===== src/rtl/intc_prio_pkg.sv =====
package intc_prio_pkg;

  localparam int BUS_DW = 32;

  // True when the number of levels (max + 1) is a power of two.
  function automatic bit levels_pow2(input int unsigned max_p);
    return ((max_p + 1) & max_p) == 0;
  endfunction

  // Bits needed to hold 0..max_p, never less than one.
  function automatic int unsigned prio_width(input int unsigned max_p);
    return (max_p < 2) ? 1 : $clog2(max_p + 1);
  endfunction

  function automatic int unsigned idx_width(input int unsigned n);
    return (n < 2) ? 1 : $clog2(n);
  endfunction

endpackage


===== src/rtl/intc_addr_dec.sv =====
module intc_addr_dec #(
  parameter int ADDR_W     = 16,
  parameter int NUM_SRC    = 8,
  parameter int NUM_CTX    = 2,
  parameter int PRIO_BASE  = 'h0000,
  parameter int CTX_BASE   = 'h1000,
  parameter int CTX_STRIDE = 'h0100,
  localparam int SIW = intc_prio_pkg::idx_width(NUM_SRC),
  localparam int CIW = intc_prio_pkg::idx_width(NUM_CTX)
) (
  input  logic [ADDR_W-1:0] addr,
  output logic              prio_hit,
  output logic [SIW-1:0]    prio_idx,
  output logic              ctx_hit,
  output logic [CIW-1:0]    ctx_idx
);

  localparam logic [ADDR_W-1:0] P_BASE   = ADDR_W'(PRIO_BASE);
  localparam logic [ADDR_W-1:0] P_SPAN   = ADDR_W'(NUM_SRC * 4);
  localparam logic [ADDR_W-1:0] C_BASE   = ADDR_W'(CTX_BASE);
  localparam logic [ADDR_W-1:0] C_SPAN   = ADDR_W'(NUM_CTX * CTX_STRIDE);
  localparam logic [ADDR_W-1:0] C_MASK   = ADDR_W'(CTX_STRIDE - 1);
  localparam int                C_SHIFT  = $clog2(CTX_STRIDE);

  logic [ADDR_W-1:0] p_off;
  logic [ADDR_W-1:0] c_off;

  always_comb begin
    p_off    = addr - P_BASE;
    c_off    = addr - C_BASE;
    prio_hit = (addr >= P_BASE) && (p_off < P_SPAN) && (p_off[1:0] == 2'b00);
    prio_idx = SIW'(p_off >> 2);
    ctx_hit  = (addr >= C_BASE) && (c_off < C_SPAN) && ((c_off & C_MASK) == '0);
    ctx_idx  = CIW'(c_off >> C_SHIFT);
  end

endmodule


===== src/rtl/intc_wr_legal.sv =====
module intc_wr_legal #(
  parameter int MAX_PRIO = 7,
  localparam int PW = intc_prio_pkg::prio_width(MAX_PRIO),
  localparam int DW = intc_prio_pkg::BUS_DW
) (
  input  logic [DW-1:0] wdata,
  output logic          accept,
  output logic [PW-1:0] value
);

  localparam bit POW2 = intc_prio_pkg::levels_pow2(MAX_PRIO);

  generate
    if (POW2) begin : g_mask
      // Write-any-read-legal: unsupported high bits are discarded.
      assign accept = 1'b1;
      assign value  = wdata[PW-1:0];
    end else begin : g_range
      // Out-of-range words are refused whole.
      assign accept = (wdata <= DW'(MAX_PRIO));
      assign value  = wdata[PW-1:0];
    end
  endgenerate

endmodule


===== src/rtl/intc_ctx_eval.sv =====
module intc_ctx_eval #(
  parameter int NUM_SRC  = 8,
  parameter int MAX_PRIO = 7,
  localparam int PW = intc_prio_pkg::prio_width(MAX_PRIO)
) (
  input  logic                  clk,
  input  logic                  rst,
  input  logic [NUM_SRC*PW-1:0] prio_flat,
  input  logic [PW-1:0]         thresh,
  input  logic [NUM_SRC-1:0]    pending,
  input  logic [NUM_SRC-1:0]    enable,
  output logic                  irq
);

  logic [NUM_SRC-1:0] above;

  always_comb begin
    for (int s = 0; s < NUM_SRC; s++) begin
      above[s] = pending[s] && enable[s] && (prio_flat[s*PW +: PW] > thresh);
    end
  end

  always_ff @(posedge clk) begin
    if (rst) irq <= 1'b0;
    else     irq <= |above;
  end

endmodule


===== src/rtl/intc_prio_regs.sv =====
module intc_prio_regs #(
  parameter int NUM_SRC    = 8,
  parameter int MAX_PRIO   = 7,
  parameter int NUM_CTX    = 2,
  parameter int ADDR_W     = 16,
  parameter int PRIO_BASE  = 'h0000,
  parameter int CTX_BASE   = 'h1000,
  parameter int CTX_STRIDE = 'h0100
) (
  input  logic                       clk,
  input  logic                       rst,
  input  logic                       bus_valid,
  input  logic                       bus_write,
  input  logic [ADDR_W-1:0]          bus_addr,
  input  logic [31:0]                bus_wdata,
  output logic [31:0]                bus_rdata,
  input  logic [NUM_SRC-1:0]         src_pending,
  input  logic [NUM_CTX*NUM_SRC-1:0] ctx_enable,
  output logic [NUM_CTX-1:0]         ctx_irq
);

  localparam int PW  = intc_prio_pkg::prio_width(MAX_PRIO);
  localparam int SIW = intc_prio_pkg::idx_width(NUM_SRC);
  localparam int CIW = intc_prio_pkg::idx_width(NUM_CTX);
  localparam int DW  = intc_prio_pkg::BUS_DW;

  logic           prio_hit, ctx_hit;
  logic [SIW-1:0] prio_idx;
  logic [CIW-1:0] ctx_idx;
  logic           wr_ok;
  logic [PW-1:0]  wr_val;
  logic           wr_req, rd_req;
  logic [DW-1:0]  rd_val;

  logic [PW-1:0]          prio_q [NUM_SRC];
  logic [PW-1:0]          thr_q  [NUM_CTX];
  logic [NUM_SRC*PW-1:0]  prio_flat;
  logic [NUM_CTX*PW-1:0]  thr_flat;

  intc_addr_dec #(
    .ADDR_W(ADDR_W), .NUM_SRC(NUM_SRC), .NUM_CTX(NUM_CTX),
    .PRIO_BASE(PRIO_BASE), .CTX_BASE(CTX_BASE), .CTX_STRIDE(CTX_STRIDE)
  ) u_dec (
    .addr(bus_addr), .prio_hit(prio_hit), .prio_idx(prio_idx),
    .ctx_hit(ctx_hit), .ctx_idx(ctx_idx)
  );

  intc_wr_legal #(.MAX_PRIO(MAX_PRIO)) u_legal (
    .wdata(bus_wdata), .accept(wr_ok), .value(wr_val)
  );

  assign wr_req = bus_valid && bus_write && wr_ok;
  assign rd_req = bus_valid && !bus_write;

  always_ff @(posedge clk) begin
    if (rst) begin
      for (int s = 0; s < NUM_SRC; s++) prio_q[s] <= '0;
    end else if (wr_req && prio_hit) begin
      prio_q[prio_idx] <= wr_val;
    end
  end

  always_ff @(posedge clk) begin
    if (rst) begin
      for (int c = 0; c < NUM_CTX; c++) thr_q[c] <= '0;
    end else if (wr_req && ctx_hit) begin
      thr_q[ctx_idx] <= wr_val;
    end
  end

  always_comb begin
    rd_val = '0;
    if (prio_hit)     rd_val = DW'(prio_q[prio_idx]);
    else if (ctx_hit) rd_val = DW'(thr_q[ctx_idx]);
  end

  always_ff @(posedge clk) begin
    if (rst)         bus_rdata <= '0;
    else if (rd_req) bus_rdata <= rd_val;
    else             bus_rdata <= '0;
  end

  generate
    for (genvar s = 0; s < NUM_SRC; s++) begin : g_pflat
      assign prio_flat[s*PW +: PW] = prio_q[s];
    end
    for (genvar c = 0; c < NUM_CTX; c++) begin : g_ctx
      assign thr_flat[c*PW +: PW] = thr_q[c];
      intc_ctx_eval #(.NUM_SRC(NUM_SRC), .MAX_PRIO(MAX_PRIO)) u_eval (
        .clk(clk), .rst(rst), .prio_flat(prio_flat), .thresh(thr_q[c]),
        .pending(src_pending), .enable(ctx_enable[c*NUM_SRC +: NUM_SRC]),
        .irq(ctx_irq[c])
      );
    end
  endgenerate

endmodule


===== config.mk =====
export PLATFORM = sky130hd
export DESIGN_NAME = intc_prio_regs
export DESIGN_NICKNAME = d
export VERILOG_FILES = /design/src/rtl/intc_prio_pkg.sv /design/src/rtl/intc_addr_dec.sv /design/src/rtl/intc_wr_legal.sv /design/src/rtl/intc_ctx_eval.sv /design/src/rtl/intc_prio_regs.sv
export SDC_FILE = /design/constraint.sdc
export NUM_CORES = 1
export LEC_CHECK = 0
export BUFFER_PORTS_ARGS = -buffer_cell sky130_fd_sc_hd__clkbuf_2
export CORE_MARGIN = 2
export CORE_UTILIZATION = 45
export DETAILED_ROUTE_END_ITERATION = 7
export PLACE_DENSITY = 0.73
export SYNTH_ARGS = -nofsm -noshare
export SYNTH_HDL_FRONTEND = slang
export SYNTH_SLANG_ARGS = --single-unit
export TNS_END_PERCENT = 10

===== constraint.sdc =====
create_clock -name clk -period 3 [get_ports clk]
set_input_delay 0.6 -clock clk [delete_from_list [all_inputs] [get_ports clk]]
set_output_delay 0.6 -clock clk [all_outputs]
set_load 0.02 [all_outputs]

Word level (Yosys, flattened, before mapping). Memories as Yosys holds them, arrays and structs flattened. Index checks and enable logic that the tools add are counted.

Input bits: 76. Memories kept: 2. Flip-flop bits (word level): 34. Word-level logic and storage cells: 93. RAM bits: 30. Output and inout port bits: 34.

Memory list: prio_q (words 8, bits a word 3, rd ports 9, clocked after Yosys merged registers in 0, wr ports 8, RTL line intc_prio_regs.sv:35) `logic [PW-1:0] prio_q [NUM_SRC];`; thr_q (words 2, bits a word 3, rd ports 3, clocked after Yosys merged registers in 0, wr ports 2, RTL line intc_prio_regs.sv:36) `logic [PW-1:0] thr_q [NUM_CTX];`.

Magnitude comparators: 20. Bitwise operators: 1. $add $sub $neg: 1. Muxes and demuxes: 16. Reductions and logical operators: 49.

Operators by type and width (count): $gt 3x3->1 (16); $logic_and 1x1->1 (40); $ge 16x1->1 const B (1); $ge 16x13->1 const B (1); $logic_not 16->1 (1); $lt 16x10->1 const B (1); $lt 16x6->1 const B (1); $reduce_or 8->1 (2); $sub 16x13->16 const B (1); $mux 3 (5); $mux 1 (11); $reduce_or 3->1 (3); $logic_not 2->1 (1); $reduce_or 2->1 (1); $logic_not 1->1 (1); $not 1->1 (1).

Longest topological paths before layout.
Word-level depth: 10. Depth in mapped cells: 6. Gate-level depth less buffers: 6.

Cells and area by module. Synthesis repeated with hierarchy kept, for this count alone.

Cell total of the unflattened synthesis: 314. Area, all modules: 3170.5 µm².

By module, submodules not included: intc_prio_regs (cells each 152, area each 1829.3 µm², sequential area each 960.9 µm², times used 1); intc_ctx_eval (cells each 73, area each 605.6 µm², sequential area each 20.0 µm², times used 2); intc_addr_dec (cells each 11, area each 96.3 µm², sequential area each 0.0 µm², times used 1); intc_wr_legal (cells each 5, area each 33.8 µm², sequential area each 0.0 µm², times used 1).

Worst setup path before layout. Ideal clock, no wire load.

Path type: input to register. Start: input bus_addr[1]. End: memory prio_q[3][0] in the netlist's numbering (enable). Path slack: 1.101 ns. Required time: 2.676 ns. Stages on the path: 5. Setup time: 0.324 ns. Data arrival time: 1.575 ns. Cell sequence: nor4_2 > and4_1 > buf_6 > nand3_4 > o21ai_1.

RTL lines: start: declaration (RTL line intc_prio_regs.sv:14) `input logic [ADDR_W-1:0] bus_addr,`; end: declaration (RTL line intc_prio_regs.sv:35).

==> results.ini <==
[final_layout]
stdcell_area_um2 = 3400
regArea_um2 = 1000
nFillCells = 650
num-nets-final = 485
diodes = 0
multi_input_comb_area_um2 = 1890
areaGrowthSynthToFinish_pct = 9.25
final_cells = 442
layout-drive-gt1-share_pct = 19.9

[worst_hold_path]
timing.hold.worst.class = in -> reg
min_path_cells = 2
worstHoldStart = bus_wdata[2]
min_to = thr_q[0][2]$_SDFFCE_PN0P_

[yosys]
synth_fa_ha_area_share_pct = 19.3
yosys_register_bits = 35
synth_compound_area_share_pct = 13.6
avgSynthCellArea_um2 = 10.1
synth_ff_type = edfxtp_1
syn_inst = 309
yosys_warnings = 0
yosysUniqueCellTypes = 39
synth-xor-area-share_pct = 0
synth_top_family_by_area = simple AND/OR/NAND/NOR gates
synth_edf_count = 30
synthMuxAreaShare_pct = 4.83
async_flop_share_pct = 0
yosysSeqAreaShare_pct = 32.2
synth_simple_gate_area_share_pct = 19.6
syn-cell-area_um2 = 3110

[worst_setup_path]
reg2reg_depth = 6
critical_path.max_fanout = 8
rrSetupSlack_ns = 0.76
worstPathArrival_ns = 2.41
critPathSlowestCell = o41a_1
required_ns = 3.17
path_cells = inv_1 -> ha_1 -> nor2b_1 -> o311ai_0 -> o22ai_1 -> o41a_1
r2r-start = thr_q[0][1]$_SDFFCE_PN0P_
setup.worst_path.start_class = register
worstReg2RegEnd = g_ctx[0].u_eval.irq$_SDFF_PP0_
end_kind = register
path_class = reg -> reg
slowest_delay_ns = 0.43

[placement]
place_area_um2 = 3320
port_buffers = 51
dp.cells = 434
gp_congestion = 0.871
dp_hpwl_mm = 5.71

[clock_tree]
numClockSinks = 35
clk_latency_ns = 0.28
ctsHoldBuffers = 0
clockRootBuffer = clkbuf_8
post-cts-setup-buffers = 0
cts_resized = 0
cts_max_level = 2
cts.clk_slew.worst_paths_ns = 0.07
cts_tree = yes
clk_path_buf_depth = 2
cts_made_buffers = 5

[power]
p_total_mw = 1.19
leakagePower_nw = 1.49
powerDensity_nw_per_um2 = 351
ir_drop_mv = 0.175

[timing]
rsz0062_at_grt = no
fin_worst_skew_ns = 0.00289
tns_ns = 0
period_minus_slack_ns = 2.24
max_freq_mhz = 446
min_period_over_period_pct = 74.7
slew_headroom_pct = 59.5
finalHoldViolCount = 0
report.final.slew_viol_count = 0
whs_ns = 0.650
setup_viol = 0
worstMarginPinSlew_ns = 0.608

[grt]
grt_antenna_before_repair = 0
grt_usage_pct = 19.6
grt_max_degree = 23
grt_pass1_wl_mm = 11.4
grt_pass1_vias = 2348
grt_overflow_total = 0

[detailed_routing]
avgViaCountPerCell = 5.48
vias = 2422
first_pass_iters = 4
route.detailed.drc = 0
drt-total-wl_mm = 7.02
wl_per_cell_um = 15.9
drt_iter0_drc = 146
postRouteAntennaNets = 0

[floorplanning]
start_util_pct = 46.0
row_count = 30
ios = 110
dieArea_um2 = 7590
core_region_area_um2 = 6760
dieWidth_um = 87.1
die_y_um = 87.1

[run_status]
outcome = completed

[run]
drv_cap = 0

## cells by family (layout without fill, tap and decap cells)
logic type / after synthesis / count (layout)
buffers and inverters: 51 / 76
AND/OR/NAND/NOR: 100 / 100
flip-flops: 35 / 35
adder cells (fa/ha/maj): 48 / 48
other: 1 / 29
multiplexers: 15 / 15
AO/OA/AOI/OAI: 59 / 59
## registers in the layout, summed over array words and instances (netlist names)
| register | cells |
|---|---|
| prio_q | 24 |
| thr_q | 6 |
| bus_rdata | 3 |
| g_ctx.u_eval.irq | 2 |
## layout make-up
type / instances / share of cell area [%]
Tap cell: 80 / 2.95
Sequential cell: 35 / 29.5
Multi-Input combinational cell: 251 / 55.7
Inverter: 16 / 1.77
Clock buffer: 7 / 2.25
Clock inverter: 1 / 0.147
Timing Repair Buffer: 52 / 7.73
## synthesized netlist by cell type, types with 4 or more instances
master | instances | share of area [%]
inv_1 | 16 | 1.9
nand2b_1 | 4 | 0.80
ha_1 | 48 | 19
nand3_4 | 5 | 2.8
nand2_1 | 4 | 0.48
o22ai_1 | 8 | 1.6
and2_1 | 7 | 1.4
dfxtp_1 | 5 | 3.2
a22oi_1 | 6 | 1.4
buf_4 | 31 | 7.5
nand3_1 | 16 | 2.6
mux2i_1 | 15 | 4.8
nor2b_1 | 16 | 3.2
o311ai_0 | 16 | 4.5
edfxtp_1 | 30 | 29
nor2_1 | 31 | 3.7
a21o_1 | 4 | 0.97
o21ai_0 | 16 | 2.6
## worst max-delay path, delay by kind of cell (launching register included)
kind,cells,cell delay [ns]
buffers and inverters,1,0.33
and+or+nand+nor,1,0.13
AOI/OAI and AO/OA,3,0.94
DFF,1,0.40
adders and majority gates,1,0.32
## how the worst max path moves through the flow
stage | startpoint | endpoint | slack, ns | cells after the start
6_report | thr_q[0][1]$_SDFFCE_PN0P_ | g_ctx[0].u_eval.irq$_SDFF_PP0_ | 0.76 | 6
5_1_grt | thr_q[0][1]$_SDFFCE_PN0P_ | g_ctx[0].u_eval.irq$_SDFF_PP0_ | 0.58 | 6
3_5_place_dp | thr_q[1][1]$_SDFFCE_PN0P_ | g_ctx[1].u_eval.irq$_SDFF_PP0_ | 0.73 | 6
3_3_place_gp | thr_q[0][1]$_SDFFCE_PN0P_ | g_ctx[0].u_eval.irq$_SDFF_PP0_ | 0.78 | 6
2_1_floorplan | bus_addr[1] | prio_q[3][0]$_SDFFCE_PN0P_ | 1.10 | 5
4_1_cts | thr_q[1][1]$_SDFFCE_PN0P_ | g_ctx[1].u_eval.irq$_SDFF_PP0_ | 0.72 | 6
## metal layers
layer	wire [um]	part of all wire [%]	global-route usage [%]
met5	0	0	0
met4	161	2.3	6.01
met3	435	6.2	2.65
met2	3340	48	35.0
met1	3080	44	24.3
## cells in the final DEF, fill, tap and decap left out, types with 5 or more instances in the layout
| cell | instances |
|---|---|
| a22oi_1 | 6 |
| and2_1 | 7 |
| clkbuf_2 | 51 |
| clkbuf_8 | 5 |
| conb_1 | 29 |
| dfxtp_1 | 5 |
| edfxtp_1 | 30 |
| ha_1 | 48 |
| inv_1 | 16 |
| mux2i_1 | 15 |
| nand3_1 | 16 |
| nand3_4 | 5 |
| nor2_1 | 31 |
| nor2b_1 | 16 |
| o21ai_0 | 16 |
| o22ai_1 | 8 |
| o311ai_0 | 16 |
## through the flow
step | utilization (%) | setup slack, ns
2_1_floorplan | - | 1.10
5_1_grt | 50.3 | 0.584
6_report | 50.3 | 0.759
3_5_place_dp | 49.1 | 0.726
3_3_place_gp | 49.1 | 0.781
4_1_cts | 50.3 | 0.717
## report_power, final
part	internal (mW)	leakage (nW)	switching [mW]
logic	0.116	1.12	0.177
clock network	0.163	0.0422	0.160
registers	0.552	0.325	0.0244
No activity file was read; power rests on OpenSTA's default activity.
